**src/rtl/slice_alu_pkg.sv**
```systemverilog
package slice_alu_pkg;

  localparam logic [1:0] SEL_PASS   = 2'b00;
  localparam logic [1:0] SEL_INV    = 2'b01;
  localparam logic [1:0] SEL_WITH_B = 2'b10;
  localparam logic [1:0] SEL_INV_B  = 2'b11;

  typedef struct packed {
    logic inv_a;   // first adder input is ~a
    logic use_b;   // second adder input is b, else 0
    logic logic_g; // logic group: no carry
  } slice_ctrl_t;

endpackage

```
**src/rtl/slice_alu_decode.sv**
```systemverilog
module slice_alu_decode
  import slice_alu_pkg::*;
(
  input  logic        mode_i,
  input  logic [1:0]  sel_i,
  output slice_ctrl_t ctrl_o
);

  always_comb begin
    ctrl_o.inv_a   = sel_i[0];
    ctrl_o.use_b   = sel_i[1];
    ctrl_o.logic_g = mode_i;
  end

endmodule

```
**src/rtl/slice_alu_bit.sv**
```systemverilog
module slice_alu_bit
  import slice_alu_pkg::*;
(
  input  slice_ctrl_t ctrl_i,
  input  logic        a_i,
  input  logic        b_i,
  input  logic        c_i,
  output logic        f_o,
  output logic        c_o
);

  logic a_op, b_op, half;

  always_comb begin
    a_op = ctrl_i.inv_a ? ~a_i : a_i;
    b_op = ctrl_i.use_b ? b_i : 1'b0;
    half = a_op ^ b_op;
    if (ctrl_i.logic_g) begin
      f_o = ctrl_i.use_b ? (a_op | b_i) : a_op;
      c_o = 1'b0;
    end else begin
      f_o = half ^ c_i;
      c_o = (a_op & b_op) | (c_i & half);
    end
  end

endmodule

```
**src/rtl/slice_alu.sv**
```systemverilog
module slice_alu
  import slice_alu_pkg::*;
#(
  parameter int W = 8
) (
  input  logic [W-1:0] a_i,
  input  logic [W-1:0] b_i,
  input  logic         cin_i,
  input  logic         mode_i,
  input  logic [1:0]   sel_i,
  output logic [W-1:0] f_o,
  output logic         cout_o
);

  localparam int CW = W + 1;

  slice_ctrl_t     ctrl;
  logic [CW-1:0]   carry;

  slice_alu_decode u_dec (
    .mode_i (mode_i),
    .sel_i  (sel_i),
    .ctrl_o (ctrl)
  );

  assign carry[0] = cin_i;

  for (genvar i = 0; i < W; i++) begin : g_slice
    slice_alu_bit u_bit (
      .ctrl_i (ctrl),
      .a_i    (a_i[i]),
      .b_i    (b_i[i]),
      .c_i    (carry[i]),
      .f_o    (f_o[i]),
      .c_o    (carry[i+1])
    );
  end

  assign cout_o = carry[W];

  // operand-level checks on the slice chain
  logic [CW-1:0] ext_a, ext_b, ext_na, ext_c;
  always_comb begin
    ext_a  = {1'b0, a_i};
    ext_b  = {1'b0, b_i};
    ext_na = {1'b0, ~a_i};
    ext_c  = {{W{1'b0}}, cin_i};
    if (!mode_i && sel_i == SEL_PASS && !cin_i)
      a_r1_transfer: assert (f_o == a_i && !cout_o);
    if (!mode_i && sel_i == SEL_WITH_B)
      a_r3_add: assert ({cout_o, f_o} == ext_a + ext_b + ext_c);
    if (!mode_i && sel_i == SEL_INV_B && cin_i)
      a_r4_sub: assert (f_o == W'(b_i - a_i) && cout_o == (b_i >= a_i));
    if (!mode_i && sel_i == SEL_INV)
      a_r2_complement: assert ({cout_o, f_o} == ext_na + ext_c);
    if (mode_i)
      a_r9_no_logic_carry: assert (!cout_o);
    if (mode_i && sel_i == SEL_INV_B)
      a_r8_or_not: assert (f_o == (~a_i | b_i));
  end

endmodule

```
**config.mk**
```make
export PLATFORM = sky130hd
export DESIGN_NAME = slice_alu
export DESIGN_NICKNAME = d
export VERILOG_FILES = /design/src/rtl/slice_alu_pkg.sv /design/src/rtl/slice_alu_decode.sv /design/src/rtl/slice_alu_bit.sv /design/src/rtl/slice_alu.sv
export SDC_FILE = /design/constraint.sdc
export NUM_CORES = 1
export LEC_CHECK = 0
export CAP_MARGIN = 20
export CORE_AREA = 2 2 39 41
export DETAILED_ROUTE_END_ITERATION = 10
export DIE_AREA = 0 0 41 43
export DONT_BUFFER_PORTS = 1
export MAX_ROUTING_LAYER = met4
export SLEW_MARGIN = 20
export SYNTH_ARGS = -nofsm -noshare
export SYNTH_HDL_FRONTEND = slang
export SYNTH_SLANG_ARGS = --single-unit
```
**constraint.sdc**
```tcl
create_clock -name vclk -period 9.5
set_clock_uncertainty 0.2 [all_clocks]
set_input_delay 0.475 -clock vclk [all_inputs]
set_output_delay 0.475 -clock vclk [all_outputs]
set_load 0.005 [all_outputs]
```
---- Word-level counts from Yosys, hierarchy flattened ----
Index checks and enable logic that the tools add are counted.
storage, ports and cells
  bits in registers ....................... 0
  input port bits ......................... 20
  output and inout bits ................... 9
  word-level logic and storage cells ...... 96
cells by class
  multiplexer cells ....................... 40
  bitwise gates (word level) .............. 56
operator list
  kind           number
  $mux W1        40
  $and A1 B1 Y1  16
  $or A1 B1 Y1   16
  $xor A1 B1 Y1  16
  $not A1 Y1     8

---- Depth between registers and ports, before layout ----
Gate-level depths: netlist of run 1.
  depth in word-level cells ............... 27
  mapped depth ............................ 20
  depth with buffers taken out ............ 18

---- Cells and area by module ----
From an unflattened synthesis of run 1, not the netlist that was laid out.
second synthesis, totals
  cells, all modules ...................... 59
  area, all modules ....................... 452.9 µm²
modules (own cells, without submodules)
  module            instances  cells an instance  area an instance (µm²)  seq. area each (µm²)
  slice_alu_bit     8          7                  53.8                    0.0
  slice_alu_decode  1          3                  22.5                    0.0

---- Worst setup path before layout of run 1 ----
OpenSTA, ideal clock, no wires.
  kind .................................... in2out
  start ................................... input sel_i[0]
  end ..................................... output f_o[7]
  arrival ................................. 5,370 ps
  data required time ...................... 8,825 ps
  slack ................................... 3,455 ps
  stages .................................. 20
  path buffers ............................ 2
  cells stage by stage .................... buf_6 -> xnor2_1 -> fa_1 -> nor2_1 -> fa_1 -> nand2b_1 -> fa_1 -> or2_2 -> fa_1 -> or2_2 -> fa_1 -> or2_2 -> fa_1 -> or2_2 -> fa_1 -> or2_2 -> fa_1 -> nor2b_1 -> a31oi_1 -> buf_4
between the ends
  word-level cells in the longest chain between the ends .. 25
  elaborated cells on any way between the ends .. 48
  those cells by class .................... mux (17); bitwise (31)
ends and longest elaborated chain
  item              RTL line             source
  start, declared   slice_alu.sv:10      input logic [1:0] sel_i,
  $mux W1           slice_alu_bit.sv:15  a_op = ctrl_i.inv_a ? ~a_i : a_i;
  $xor A1 B1 Y1     slice_alu_bit.sv:17  half = a_op ^ b_op;
  $and A1 B1 Y1     slice_alu_bit.sv:23  c_o = (a_op & b_op) | (c_i & half);
  $or A1 B1 Y1      slice_alu_bit.sv:23
  $mux W1           slice_alu_bit.sv:18  if (ctrl_i.logic_g) begin
  $and A1 B1 Y1     slice_alu_bit.sv:23
  $or A1 B1 Y1      slice_alu_bit.sv:23
  $mux W1           slice_alu_bit.sv:18
  [... 9 more ...]  -
  $and A1 B1 Y1     slice_alu_bit.sv:23
  $or A1 B1 Y1      slice_alu_bit.sv:23
  $mux W1           slice_alu_bit.sv:18
  $and A1 B1 Y1     slice_alu_bit.sv:23
  $or A1 B1 Y1      slice_alu_bit.sv:23
  $mux W1           slice_alu_bit.sv:18
  $xor A1 B1 Y1     slice_alu_bit.sv:22  f_o = half ^ c_i;
  $mux W1 *         slice_alu_bit.sv:18
  end, declared     slice_alu.sv:11      output logic [W-1:0] f_o,
Every way passes the cells marked *; elsewhere a longest branch is shown, timed or not.

---- Worst setup path after layout of run 1 ----
Ends and elaborated chain as after synthesis.

==> qor.yml, run 1 <==
status:
  status: "finished clean"
layout:
  regArea_um2: 0
  area_growth_pct: -13.0
  nClkBuffers: 0
  diodes: 0
  stdcell_area_um2: 445
  nets: 79
  num-fill-cells: 143
  layout-drive-gt1-share_pct: 14.3
  seq_cells: 0
sta:
  fin_crit_sh_pct: 63.1
  rsz0062_at_grt: "no"
  slew-limit-headroom_pct: 82.0
  drv_slew: 0
  worst_pin_slew_ns: 0.269
  timing.fmax_ghz: 0.167
  period_minus_slack_ns: 6.00
  fin_setup_tns_ns: 0
  hold_viol_final: 0
  setup_viol_count_final: 0
worst_setup_path:
  cp_max_fo: 8
  start_kind: "input port"
  arrival_ns: 5.32
  required_ns: 8.83
  cp-end-kind: "output port"
  critPathKind: "input port to output port"
clock_network:
  hold_buffers: 0
  cts-resized-gates: 0
  cts_setup_buffers: 0
die:
  core_um2: 1380
  ios: 29
  fp-row-count: 14
  initial_core_util_pct: 37.0
  die-width_um: 41
  die-height_um: 43
  die_area_um2: 1760
yosys:
  yosysUniqueCellTypes: 16
  syn_area_um2: 512
  synth.area.top_cells: "fa_1, xnor2_1, buf_4"
  yosysTopAreaCell: "fa_1"
  netlist_instances: 61
  avgSynthCellArea_um2: 8.39
  yosys.area.top_type_share_pct: 31.3
  yosysWarnings: 0
  syn_nets: 89
  synth-seq-area-share_pct: 0
global_route:
  antenna_found_initial: 0
  grt_pass1_wl_um: 1350
  grt-ovfl-total: 0
  grt_max_degree: 25
  grt_pass1_vias: 332
  globalRouteTotalUtil_pct: 10.7
routing:
  post_drt_wl_per_cell_um: 12.2
  first_iter_violations: 2
  final_antenna_net_count: 0
  dr.pass1.iters: 2
  avgViaCountPerCell: 5.08
  wl_um: 793
  num_vias: 330
  drc: 0
power_and_ir_drop:
  ir_worst_vdd_mv: 0.0122
  power-per-cell-area_nw_per_um2: 48.3
  leakage_nw: 0.136
hold_path:
  hold_class: "input port to output port"
placement:
  gp_congestion: 0.579
  port_buffers: 0
  placed_area_um2: 445
run:
  maxCapViolCount: 0
Yosys cell counts:
library cell,n
buf_4,8
fa_1,8
a31oi_1,7
nand2_1,7
nor2b_1,7
xnor2_1,7
or2_2,5
buf_2,3
nor2_1,2
a21bo_2,1
and2_1,1
buf_6,1
inv_1,1
nand2b_1,1
o22a_1,1
xor2_2,1
critical path, cell delays in order:
cell and delay, ns:
xnor2_1 0.14, fa_1 0.39, nor2_1 0.12, fa_1 0.18, nand2b_1 0.07, fa_1 0.34
or2_2 0.29, fa_1 0.35, or2_2 0.29, fa_1 0.35, or2_2 0.29, fa_1 0.36
or2_2 0.29, fa_1 0.36, or2_2 0.29, fa_1 0.41, nor2b_1 0.13, a31oi_1 0.18
final timing paths:
check             startpoint     end  slack, ns  cells past startpoint
setup / recovery    sel_i[0]  f_o[7]       3.50                     18
hold / removal        mode_i  cout_o       0.79                      1
kinds of logic (layout without fill, tap and decap cells):
family / Yosys count / after routing / synth area share [%]
compound gates: 9 / 9 / 12.2
xor+xnor: 8 / 8 / 15.2
fa+ha+maj: 8 / 8 / 31.3
buf+inv: 13 / 1 / 17.6
simple gates: 23 / 23 / 23.7
where the power goes:
group / total [mW] / internal (mW) / switching, mW
clock: 0 / 0 / 0
combinational: 0.0215 / 0.0111 / 0.0105
sequential: 0 / 0 / 0
placed cells by master, fill, tap and decap left out, drive strengths merged:
master | Yosys | final
fa | 8 | 8
xnor2 | 7 | 7
nand2 | 7 | 7
nor2b | 7 | 7
a31oi | 7 | 7
or2 | 5 | 5
nor2 | 2 | 2
xor2 | 1 | 1
nand2b | 1 | 1
and2 | 1 | 1
inv | 1 | 1
a21bo | 1 | 1
o22a | 1 | 1
cell type report:
cell class         instances  area, um^2  area share [%]
inverters                  1        3.75           0.843
well taps                 16        20.0            4.49
multi-input cells         48         422            94.7
metal layers:
layer	routed length (um)	track usage (%)	vias to the layer above
met2	384	16.9	14
met3	57	0	0
met4	0	0	0
li1	-	-	166
met1	351	16.2	150
met5	0	-	-
metrics by stage:
step                      hold slack, ns  worst slack, ns  instances  utilization [%]  total power, mW
after detailed placement           0.789             3.49         65             32.2           0.0220
final                              0.790             3.50         65             32.2           0.0215
after global routing               0.792             3.29         65             32.2           0.0256
after global placement             0.788             3.51         65             32.2           0.0211
after floorplan                    0.970             3.45         61                -           0.0289
after CTS                          0.790             3.47         65             32.2           0.0220
Note: power is estimated with default switching activity, not from simulation.
==> inputs of run 2 (changes only) <==
- clock period: 9.5 -> 4.9 ns (I/O delays scaled with it)
==> qor.yml, run 2 (synthesis results as in run 1) <==
layout:
  multi_input_area_um2: 485
  nets: 79
  seq_cells: 0
  stdcell_area_um2: 509
  nClkBuffers: 0
  num-fill-cells: 142
  diodes: 0
  area_growth_pct: -0.489
  regArea_um2: 0
  layout_common_cells: "fa_2, nor2b_1, a31oi_1"
  layout-drive-gt1-share_pct: 38.8
  final_common_cell: "fa_2"
placement:
  placed_area_um2: 499
  port_buffers: 0
  dp_slack_ns: -0.197
  dp_hpwl_um: 665
  gp_congestion: 0.561
die:
  fp-row-count: 14
  die_area_um2: 1760
  core_um2: 1380
  ios: 29
  die-height_um: 43
  die-width_um: 41
  initial_core_util_pct: 37.0
global_route:
  grt_pass1_vias: 329
  grt_pass1_wl_um: 1310
  globalRouteTotalUtil_pct: 10.4
  grt-ovfl-total: 0
  antenna_found_initial: 0
  grt_max_degree: 25
sta:
  rsz0062_at_grt: "yes"
  slew-limit-headroom_pct: 80.1
  drv_slew: 0
  timing.fmax_ghz: 0.200
  setup_viol_count_final: 1
  period_minus_slack_ns: 5.00
  hold_viol_final: 0
  worst_slack_ns: -0.0979
  worst_pin_slew_ns: 0.296
  fin_crit_sh_pct: 102
worst_setup_path:
  crit_path_end: "f_o[7]"
  start_kind: "input port"
  required_ns: 4.45
  cp-end-kind: "output port"
  critPathKind: "input port to output port"
  critPathLaunch: "a_i[0]"
  cp_max_fo: 2
  arrival_ns: 4.55
routing:
  dr.pass1.iters: 1
  avgViaCountPerCell: 5.15
  wl_um: 797
  post_drt_wl_per_cell_um: 12.3
  first_iter_violations: 0
  num_vias: 335
  drc: 0
  final_antenna_net_count: 0
status:
  violations: "setup timing"
  status: "finished, violations left"
hold_path:
  min_from: "mode_i"
  hold_class: "input port to output port"
power_and_ir_drop:
  power-per-cell-area_nw_per_um2: 94.4
  ir_worst_vdd_mv: 0.0285
  power_mw: 0.0481
  leakage_nw: 0.147
clock_network:
  hold_buffers: 0
run:
  maxCapViolCount: 0
==> run 2: area by class of cell <==
cell class	count	area share, %
inverters	1	0.737
multi-input cells	48	95.3
well taps	16	3.93
==> run 2: how the worst min path moves through the flow <==
stage | slack [ns] | end | depth (start not counted)
floorplan | 0.52 | cout_o | 2
global placement | 0.33 | cout_o | 1
detailed placement | 0.33 | cout_o | 1
CTS | 0.33 | cout_o | 1
global route | 0.31 | cout_o | 1
finish | 0.31 | cout_o | 1
==> run 2: metrics by stage <==
step / hold slack [ns] / cells / setup TNS [ns] / utilization, %
floorplan: 0.520 / 61 / -0.254 / -
global placement: 0.326 / 65 / -0.169 / 36.1
detailed placement: 0.325 / 65 / -0.197 / 36.1
CTS: 0.325 / 65 / -0.166 / 36.4
global route: 0.315 / 65 / -0.263 / 36.8
finish: 0.310 / 65 / -0.0979 / 36.8
==> run 2: repair_timing <==
| item | 4_1_cts | 5_1_grt |
|---|---|---|
| endpoints found under the setup margin | 1 | 2 |
| pin swaps | 3 | 2 |
| gates resized for setup | 1 | 2 |
| buffers inserted | 0 | 0 |
| hold endpoints to repair | 0 | 0 |
==> run 2: worst max-delay path, cell delays in order <==
cell and delay (ns):
xnor2_4 0.12, fa_2 0.35, nor2_4 0.09, fa_2 0.18
nand2b_1 0.07, fa_2 0.33, or2_4 0.23, fa_2 0.32
or2_4 0.23, fa_2 0.33, or2_4 0.23, fa_2 0.33
or2_4 0.24, fa_2 0.33, or2_4 0.23, fa_2 0.39
nor2b_1 0.13, a31oi_1 0.17
==> run 2: routing by layer <==
layer,part of all wire [%],track usage (%)
met5,0,-
met4,0,0
met3,9.8,0
met2,50,19.4
met1,40,12.5
==> run 2: where the power goes <==
part | total [mW] | internal [mW] | switching, mW
clock | 0 | 0 | 0
sequential | 0 | 0 | 0
combinational | 0.0481 | 0.0263 | 0.0218
total | 0.0481 | 0.0263 | 0.0218
==> inputs of run 3 (changes only) <==
- ABC_AREA: not set -> 1
- PLACE_DENSITY: not set -> 0.67
==> qor.yml, run 3 <==
status:
  status: "finished, violations left"
  violations: "setup timing"
sta:
  worst_pin_slew_ns: 0.137
  fin_crit_sh_pct: 101
  rsz0062_at_grt: "yes"
  timing.fmax_ghz: 0.201
  setup_viol_count_final: 1
  hold_viol_final: 0
  drv_slew: 0
  slew-limit-headroom_pct: 90.9
  worst_slack_ns: -0.0706
  period_minus_slack_ns: 4.97
layout:
  final_common_cell: "nand2_1"
  regArea_um2: 0
  num-fill-cells: 166
  diodes: 0
  nClkBuffers: 0
  nets: 138
  seq_cells: 0
  layout-drive-gt1-share_pct: 24.1
  layout_common_cells: "nand2_1, nor2_1, inv_1"
  area_growth_pct: -2.28
  stdcell_area_um2: 643
yosys:
  avgSynthCellArea_um2: 5.58
  yosysMostFrequentCell: "nand2_1"
  yosys.area.top_type_share_pct: 24.3
  yosysWarnings: 0
  yosysTopAreaCell: "fa_1"
  synth.area.top_cells: "fa_1, nand2_1, nor2_1"
  yosys-top-cells-count: "nand2_1, nor2_1, inv_1"
  yosysUniqueCellTypes: 10
  netlist_instances: 118
  synth-seq-area-share_pct: 0
  syn_nets: 146
  syn_area_um2: 658
power_and_ir_drop:
  power_mw: 0.0506
  power-per-cell-area_nw_per_um2: 78.6
  ir_worst_vdd_mv: 0.0253
  leakage_nw: 0.362
routing:
  wl_um: 1060
  avgViaCountPerCell: 4.44
  final_antenna_net_count: 0
  drc: 0
  first_iter_violations: 10
  num_vias: 551
  dr.pass1.iters: 4
  post_drt_wl_per_cell_um: 8.58
placement:
  port_buffers: 0
  dp_hpwl_um: 889
  placed_area_um2: 606
  gp_congestion: 0.676
die:
  die_area_um2: 1760
  fp-row-count: 14
  die-height_um: 43
  ios: 29
  initial_core_util_pct: 47.6
  core_um2: 1380
  die-width_um: 41
worst_setup_path:
  start_kind: "input port"
  cp_max_fo: 9
  critPathMaxStageDelay_ns: 0.53
  worst_path_most_repeated_cell: "fa_2"
  required_ns: 4.45
  cp-end-kind: "output port"
  critPathKind: "input port to output port"
  crit_chain: "clkinv_8 > nand2_4 > nand2_2 > inv_2 > fa_2 > nor2_2 > fa_2 > nand2_2 > fa_2 > or2_1 > fa_2 > or2_1 > fa_2 > or2_1 > fa_2 > or2_1 > fa_2 > or2_1 > fa_2 > inv_2 > nor2_2 > nor2_1"
  crit_slowest_cell: "fa_2"
  cp_top_family: "adder cells"
  arrival_ns: 4.53
  cp.buffers_inverters: 3
global_route:
  grt-ovfl-total: 0
  globalRouteTotalUtil_pct: 14.2
  grt_pass1_vias: 510
  antenna_found_initial: 0
  grt_max_degree: 25
  grt_pass1_wl_um: 1830
clock_network:
  hold_buffers: 0
hold_path:
  hold_class: "input port to output port"
run:
  maxCapViolCount: 0
-- run 3: cell types whose count changed after synthesis, sizes merged --
cell,change
xor2,-1
nand2,+34
nor2,+24
o22a,-1
xnor2,-7
nor2b,-7
and2,-1
inv,+25
nand2b,-1
a21bo,-1
a31oi,-7
-- run 3: cell type report --
| class | instances | area [um^2] | share of cell area (%) |
|---|---|---|---|
| repair buffers | 2 | 15.0 | 2.33 |
| well taps | 16 | 20.0 | 3.11 |
| inverters | 26 | 113 | 17.5 |
| multi-input cells | 80 | 495 | 77.0 |
-- run 3: per-stage QoR --
stage / hold WS, ns / instances / setup TNS (ns) / util (%) / worst slack, ns
after detailed placement: 0.313 / 124 / -0.221 / 43.8 / -0.221
after global placement: 0.312 / 124 / -0.195 / 43.8 / -0.195
final: 0.311 / 124 / -0.0706 / 46.5 / -0.0706
after CTS: 0.317 / 124 / -0.108 / 45.2 / -0.108
after global routing: 0.318 / 124 / -0.349 / 46.5 / -0.312
after floorplan: 0.435 / 118 / -0.328 / - / -0.328
-- run 3: path summary, 6_finish.rpt --
check | from | slack (ns) | cells after the start | to
worst min-delay path | mode_i | 0.31 | 1 | cout_o
worst max-delay path | sel_i[0] | -0.07 | 22 | f_o[7]
-- run 3: what timing repair did --
action | 4_1_cts | 5_1_grt
hold endpoints to repair | 0 | 0
resized for setup | 10 | 6
setup endpoints to repair | 2 | 2
pin swaps | 1 | 1
buffers inserted | 0 | 0
-- run 3: metal layers --
metal,vias to the layer above,routed length (um),global-route usage [%]
met2,15,545,26.6
met4,0,0,0
met1,237,458,17.1
met3,0,60,0
met5,-,0,-
li1,299,-,-
-- run 3: logic make-up after synthesis --
group | after synthesis | share of synthesized area (%)
fa+ha+maj | 8 | 24.3
buf+inv | 38 | 31.2
simple gates | 72 | 44.5
-- run 3: power breakdown --
part | internal (mW) | switching, mW
logic | 0.0216 | 0.0290
registers | 0 | 0
clock network | 0 | 0
